File: src/rtl/cpu_pkg.sv
package cpu_pkg;

    localparam logic [3:0] OPC_LD  = 4'h1;
    localparam logic [3:0] OPC_ST  = 4'h2;
    localparam logic [3:0] OPC_JMP = 4'h4;
    localparam logic [3:0] OPC_ADD = 4'h7;
    localparam logic [3:0] OPC_SUB = 4'h8;
    localparam logic [3:0] OPC_AND = 4'h9;
    localparam logic [3:0] OPC_OR  = 4'hA;
    localparam logic [3:0] OPC_XOR = 4'hB;

    typedef enum logic [2:0] {
        PH_FETCH_OP,
        PH_FETCH_ADR,
        PH_DECODE,
        PH_OPERAND,
        PH_EXECUTE,
        PH_WRITE,
        PH_HALT
    } phase_t;

    typedef struct packed {
        logic [3:0] op;
        logic       rsel;
        logic       valid;
        logic       needs_operand;
        logic       writes_reg;
        logic       writes_mem;
        logic       is_jump;
    } decode_t;

    function automatic decode_t decode_op(input logic [7:0] opbyte);
        decode_t d;
        d.op            = opbyte[7:4];
        d.rsel          = opbyte[0];
        d.valid         = 1'b0;
        d.needs_operand = 1'b0;
        d.writes_reg    = 1'b0;
        d.writes_mem    = 1'b0;
        d.is_jump       = 1'b0;
        if (opbyte[3:1] == 3'b001) begin
            case (opbyte[7:4])
                OPC_LD, OPC_ADD, OPC_SUB, OPC_AND, OPC_OR, OPC_XOR: begin
                    d.valid         = 1'b1;
                    d.needs_operand = 1'b1;
                    d.writes_reg    = 1'b1;
                end
                OPC_ST: begin
                    d.valid      = 1'b1;
                    d.writes_mem = 1'b1;
                end
                OPC_JMP: begin
                    d.valid   = 1'b1;
                    d.is_jump = 1'b1;
                end
                default: d.valid = 1'b0;
            endcase
        end
        return d;
    endfunction

endpackage

File: src/rtl/cpu_alu.sv
module cpu_alu
    import cpu_pkg::*;
#(
    parameter int DW = 8
) (
    input  logic [3:0]    op,
    input  logic [DW-1:0] a,
    input  logic [DW-1:0] b,
    output logic [DW-1:0] y
);
    always_comb begin
        case (op)
            OPC_ADD: y = a + b;
            OPC_SUB: y = a + (~b) + DW'(1);
            OPC_AND: y = a & b;
            OPC_OR:  y = a | b;
            OPC_XOR: y = a ^ b;
            default: y = b;
        endcase
    end
endmodule

File: src/rtl/cpu_regfile.sv
module cpu_regfile #(
    parameter int DW   = 8,
    parameter int NREG = 2,
    localparam int RW  = (NREG > 1) ? $clog2(NREG) : 1
) (
    input  logic          clk,
    input  logic          rst,
    input  logic          we,
    input  logic [RW-1:0] waddr,
    input  logic [DW-1:0] wdata,
    input  logic [RW-1:0] raddr,
    output logic [DW-1:0] rdata
);
    logic [DW-1:0] regs [NREG];

    for (genvar g = 0; g < NREG; g++) begin : g_reg
        always_ff @(posedge clk) begin
            if (rst)
                regs[g] <= '0;
            else if (we && (waddr == RW'(g)))
                regs[g] <= wdata;
        end
    end

    assign rdata = regs[raddr];
endmodule

File: src/rtl/cpu_bus_port.sv
module cpu_bus_port #(
    parameter int AW = 8,
    parameter int DW = 8
) (
    input  logic          clk,
    input  logic          rst,
    input  logic          go,
    input  logic          we_in,
    input  logic [AW-1:0] addr_in,
    input  logic [DW-1:0] wdata_in,
    output logic          bus_req,
    output logic          bus_we,
    output logic [AW-1:0] bus_addr,
    output logic [DW-1:0] bus_wdata,
    input  logic          bus_ack,
    output logic          done
);
    logic gap;

    assign bus_req   = go && !gap;
    assign bus_we    = we_in;
    assign bus_addr  = addr_in;
    assign bus_wdata = wdata_in;
    assign done      = bus_req && bus_ack;

    always_ff @(posedge clk) begin
        if (rst) gap <= 1'b0;
        else     gap <= done;
    end

    // request held with stable address and kind until acknowledged
    p_hold_until_ack_r3: assert property (@(posedge clk) disable iff (rst)
        (bus_req && !bus_ack) |=> (bus_req && $stable(bus_addr) && $stable(bus_we) && $stable(bus_wdata)));

    // one idle cycle after every completed transaction
    p_release_after_ack_r3: assert property (@(posedge clk) disable iff (rst)
        (bus_req && bus_ack) |=> !bus_req);
endmodule

File: src/rtl/acc_cpu.sv
module acc_cpu
    import cpu_pkg::*;
#(
    parameter int AW   = 8,
    parameter int DW   = 8,
    parameter int NREG = 2
) (
    input  logic          clk,
    input  logic          rst,
    output logic          bus_req,
    output logic          bus_we,
    output logic [AW-1:0] bus_addr,
    output logic [DW-1:0] bus_wdata,
    input  logic [DW-1:0] bus_rdata,
    input  logic          bus_ack,
    output logic          fault
);
    localparam int RW = (NREG > 1) ? $clog2(NREG) : 1;

    phase_t        phase;
    logic [AW-1:0] pc;
    logic [7:0]    ir;
    logic [7:0]    adr;
    logic [DW-1:0] opnd;
    logic [DW-1:0] res;
    decode_t       dec;

    logic          go, go_we, done;
    logic [AW-1:0] go_addr;
    logic [DW-1:0] racc, alu_y;
    logic          rf_we;

    assign dec = decode_op(ir);

    cpu_regfile #(.DW(DW), .NREG(NREG)) u_rf (
        .clk(clk), .rst(rst),
        .we(rf_we), .waddr(RW'(dec.rsel)), .wdata(res),
        .raddr(RW'(dec.rsel)), .rdata(racc)
    );

    cpu_alu #(.DW(DW)) u_alu (
        .op(dec.op), .a(racc), .b(opnd), .y(alu_y)
    );

    cpu_bus_port #(.AW(AW), .DW(DW)) u_bus (
        .clk(clk), .rst(rst),
        .go(go), .we_in(go_we), .addr_in(go_addr), .wdata_in(racc),
        .bus_req(bus_req), .bus_we(bus_we), .bus_addr(bus_addr),
        .bus_wdata(bus_wdata), .bus_ack(bus_ack), .done(done)
    );

    always_comb begin
        go      = 1'b0;
        go_we   = 1'b0;
        go_addr = pc;
        case (phase)
            PH_FETCH_OP, PH_FETCH_ADR: go = 1'b1;
            PH_OPERAND: begin
                go      = 1'b1;
                go_addr = AW'(adr);
            end
            PH_WRITE: begin
                go      = dec.writes_mem;
                go_we   = dec.writes_mem;
                go_addr = AW'(adr);
            end
            default: go = 1'b0;
        endcase
    end

    assign rf_we = (phase == PH_WRITE) && dec.writes_reg;

    always_ff @(posedge clk) begin
        if (rst) begin
            phase <= PH_FETCH_OP;
            pc    <= '0;
            ir    <= '0;
            adr   <= '0;
            opnd  <= '0;
            res   <= '0;
            fault <= 1'b0;
        end else begin
            case (phase)
                PH_FETCH_OP: if (done) begin
                    ir    <= bus_rdata[7:0];
                    pc    <= pc + AW'(1);
                    phase <= PH_FETCH_ADR;
                end
                PH_FETCH_ADR: if (done) begin
                    adr   <= bus_rdata[7:0];
                    pc    <= pc + AW'(1);
                    phase <= PH_DECODE;
                end
                PH_DECODE: begin
                    if (!dec.valid) begin
                        fault <= 1'b1;
                        phase <= PH_HALT;
                    end else if (dec.needs_operand) begin
                        phase <= PH_OPERAND;
                    end else begin
                        phase <= PH_EXECUTE;
                    end
                end
                PH_OPERAND: if (done) begin
                    opnd  <= bus_rdata;
                    phase <= PH_EXECUTE;
                end
                PH_EXECUTE: begin
                    res <= alu_y;
                    if (dec.is_jump) pc <= AW'(adr);
                    phase <= PH_WRITE;
                end
                PH_WRITE: begin
                    if (!dec.writes_mem || done) phase <= PH_FETCH_OP;
                end
                default: phase <= PH_HALT;
            endcase
        end
    end

    // fault is sticky until reset
    p_fault_sticky_r11: assert property (@(posedge clk) disable iff (rst)
        fault |=> fault);

    // a faulted processor stays off the bus
    p_fault_quiet_r11: assert property (@(posedge clk) disable iff (rst)
        fault |-> !bus_req);

    // each fetched instruction byte advances the program counter by one
    p_pc_step_r2: assert property (@(posedge clk) disable iff (rst)
        (done && !bus_we && (phase == PH_FETCH_OP || phase == PH_FETCH_ADR))
            |=> (pc == $past(pc) + AW'(1)));

    // the operand read never starts in the cycle right after the address byte arrives
    p_operand_serial_r4: assert property (@(posedge clk) disable iff (rst)
        (phase == PH_FETCH_ADR && done) |=> !bus_req);

    // a store is the only source of a write transaction
    p_write_only_store_r9: assert property (@(posedge clk) disable iff (rst)
        (bus_req && bus_we) |-> (phase == PH_WRITE));
endmodule

File: config.mk
export PLATFORM = sky130hd
export DESIGN_NAME = acc_cpu
export DESIGN_NICKNAME = d
export VERILOG_FILES = /design/src/rtl/cpu_pkg.sv /design/src/rtl/cpu_alu.sv /design/src/rtl/cpu_regfile.sv /design/src/rtl/cpu_bus_port.sv /design/src/rtl/acc_cpu.sv
export SDC_FILE = /design/constraint.sdc
export NUM_CORES = 1
export LEC_CHECK = 0
export BUFFER_PORTS_ARGS = -buffer_cell sky130_fd_sc_hd__buf_2
export CORE_ASPECT_RATIO = 0.5
export CORE_MARGIN = 5
export CORE_UTILIZATION = 55
export CTS_CLUSTER_SIZE = 12
export DETAILED_ROUTE_END_ITERATION = 10
export GPL_TIMING_DRIVEN = 0
export PLACE_DENSITY_LB_ADDON = 0.1
export SLEW_MARGIN = 15
export SYNTH_ARGS = -nofsm -noshare
export SYNTH_HDL_FRONTEND = slang
export SYNTH_HIERARCHICAL = 1
export SYNTH_SLANG_ARGS = --single-unit
File: constraint.sdc
create_clock -name clk -period 5.45 [get_ports clk]
set_input_delay 0.2725 -clock clk [delete_from_list [all_inputs] [get_ports clk]]
set_output_delay 0.2725 -clock clk [all_outputs]
set_load 0.02 [all_outputs]
==> metrics.txt <==
# diodes 0; DP HPWL ~7800 um; vias in the first global route between 3k and 4k; Initial Utilization a little under three fifths; Skew-Pair Late Insertion Delay between 0.3 and 0.4 ns; Mapped Cells 512; Max stage delay on crit path 0.41 ns; Worst Path Required 5.65 ns; Critical Path End Type flop; power density cells approximately 290 nW/um^2; final hold violation count 0; Root Buffer clkbuf_16; Tmin final approximately 3.1 ns; crit path launch type flop; Design Power around 1400 uW; nets 589; I/O pins 30; Setup Skew between 0.007 and 0.008 ns; synthesis warning total 6; first-pass GRT wire length 16,900 um; total clock buffers created by CTS 9; Max Fclk roughly 320 MHz; critical path, cell by cell or3b_4, nor3_4, nand2_1, o21ai_0, o2bb2ai_1, and3b_2, clkbuf_1, nor3b_1, a41o_1, buf_2, o21ai_0, a22oi_1, nor2_1; hold path depth 3; DRT Pass-1 Iters 5; Avg WL per Cell between 15 and 20 um; Top FF cell, synth dfxtp_1; register area share after synthesis about a third; CP Buf/Inv Count 2; final global-route overflow total 0; CTS tree done; post-layout util between 60% and 70%; post-CTS setup buffer count 0; Post-synth ARST share 0%; worst-path fanout max 10; CTS H-tree lvls 3; layout cells sized above 1 about a fifth; Setup TNS 0 ns; WP data arrival 3.33 ns; DRT Wirelength ~11,000 um; clock sink count between 60 and 70; worst slew pin tran between 0.6 and 0.7 ns; FF+latch count, synth around 60; DR iter-0 viols about 340; initial antenna violation count 0; RSZ-0062 raised after global routing no; Core ar. 7460 um^2; most used cell, CP o21ai_0; Die Width around 130 um; row cnt 22; syn avg cell area 8.38 um^2; HP Start bus_rdata[0]; WP depth 13; Clock transition at path regs about 0.06 ns; die area between 9000 and 10,000 um^2; GRT Total Usage 21.8%; vias per cell around 5.7; RePlAce Congestion around 0.9; Leakage roughly 0.002 uW; CTS Hold Bufs 0; post-route ant nets 0; syn nets 549; Post-CTS Resized 0; Worst R2R Path Depth 13; design area slightly below 5000 um^2; die extent in y between 70 and 80 um; IO Port Bufs 29; slowest stage cell, crit path or3b_4; Slew headroom roughly three fifths; Worst R2R Start ir[3]$_SDFFE_PP0P_; Final setup viols 0; Max Cap Viol 0; kind of cell adding the most delay to the critical path simple AND/OR/NAND/NOR gates; post-route DRC violation count 0; Slew Limit Fails 0; worst hold margin ~0.22 ns; VDD IR max between 0.00015 and 0.0002 V; dpl cell area ~4600 um^2; pin count of the biggest net entering global routing 13; Netlist cell types 76; fin crit share 57.5%; synthesized area between 4000 and 5000 um^2; EDFF count, synth 16; total number of vias 3,758; status completed; Layout area overhead 13.9%; Clock Path Buffers 2; crit path from ir[3]$_SDFFE_PP0P_; WS Path Type reg -> reg; min-delay worst type in -> reg
## routing by layer
layer  wire, um  vias to the layer above  track usage (%)
li1           -                     1869                -
met1       5130                     1749             30.8
met2       4670                      131             34.4
met3        639                        9             4.78
met4        117                        0             4.80
met5          0                        -                0
## cell usage after synthesis, types with 5 or more instances
master / instances / area, um^2
o221ai_1: 5 / 43.8
mux2_2: 9 / 101
nand2b_1: 14 / 87.6
o21ai_0: 18 / 90.1
clkbuf_1: 11 / 41.3
nor2b_1: 11 / 68.8
o21a_1: 5 / 37.5
edfxtp_1: 16 / 480
buf_2: 9 / 45.0
a31oi_1: 5 / 31.3
inv_1: 24 / 90.1
buf_4: 20 / 150
nand3_1: 8 / 40.0
mux2_4: 8 / 120
ha_1: 24 / 300
dfxtp_1: 45 / 901
a21oi_1: 50 / 250
a211oi_1: 6 / 45.0
nor2_1: 42 / 158
nand2_1: 93 / 349
## area by class of cell
cell class / instances / area [um^2]
plain buffers: 43 / 270
clock buffers: 12 / 289
clock inverters: 4 / 26.3
fillers: 653 / 2570
inverters: 26 / 97.6
multi-input cells: 382 / 2540
flip-flops and latches: 61 / 1380
well taps: 108 / 135
repair buffers: 29 / 145
## power by group
group | leakage [uW] | internal (uW) | total [uW] | switching, uW
clock | 0.000155 | 374 | 580 | 206
combinational | 0.00127 | 131 | 318 | 187
sequential | 0.000530 | 489 | 518 | 29.2
total | 0.00195 | 994 | 1420 | 422
## kinds of logic (layout without fill, tap and decap cells)
group	Yosys count	count (layout)	share of synthesized area, %
AOI/OAI and AO/OA	130	130	20.7
xor gates and xnor gates	4	4	0.816
adders and majority gates	26	26	7.93
buffers and inverters	69	114	8.57
DFF	61	61	32.2
muxes	21	21	6.41
and+or+nand+nor	201	201	23.4
## path summary, 6_finish.rpt
| check | slack, ns | end |
|---|---|---|
| max | 2.32 | pc[4]$_SDFFE_PP0P_ |
| min | 0.22 | adr[0]$_SDFFE_PP0P_ |
| max reg2reg | 2.32 | pc[4]$_SDFFE_PP0P_ |
| min reg2reg | 0.44 | fault$_SDFFE_PP0P_ |
## per-stage QoR
stage	setup slack [ns]	cells
final	2.32	665
after detailed placement	2.38	649
after global placement	2.40	649
after global routing	2.15	665
after floorplan	2.79	512
after CTS	2.35	665
## cell usage in the layout (no fill, tap or decap), types with 3 or more instances in the layout
cell / synthesis / final
o221ai_1: 5 / 5
mux2_2: 9 / 9
nand2b_1: 14 / 14
buf_2: 9 / 38
nor2_1: 42 / 42
edfxtp_1: 16 / 16
xor2_1: 3 / 3
o21a_1: 5 / 5
o31ai_1: 4 / 4
nand3_1: 8 / 8
nand2_1: 93 / 93
a31oi_1: 5 / 5
clkbuf_16: 0 / 11
buf_6: 3 / 3
a21oi_1: 50 / 50
and3_1: 4 / 4
nor2b_1: 11 / 11
a211oi_1: 6 / 6
buf_4: 20 / 20
mux2_4: 8 / 8
ha_1: 24 / 24
o21ai_0: 18 / 18
dfxtp_1: 45 / 45
clkbuf_1: 11 / 11
a21o_1: 4 / 4
a22oi_1: 4 / 4
o2bb2ai_1: 4 / 4
inv_1: 24 / 24
## state kept, by name, summed over array words and instances, names as in the netlist
register	flops
res	8
fault	1
adr	8
pc	8
ir	8
u_rf/regs	16
u_bus/gap	1
phase	3
opnd	8
## worst min-delay path: stages
cell,delay (ns)
buf_2,0.12
nand2_1,0.05
a21oi_1,0.05
Note: power is estimated with default switching activity, not from simulation.
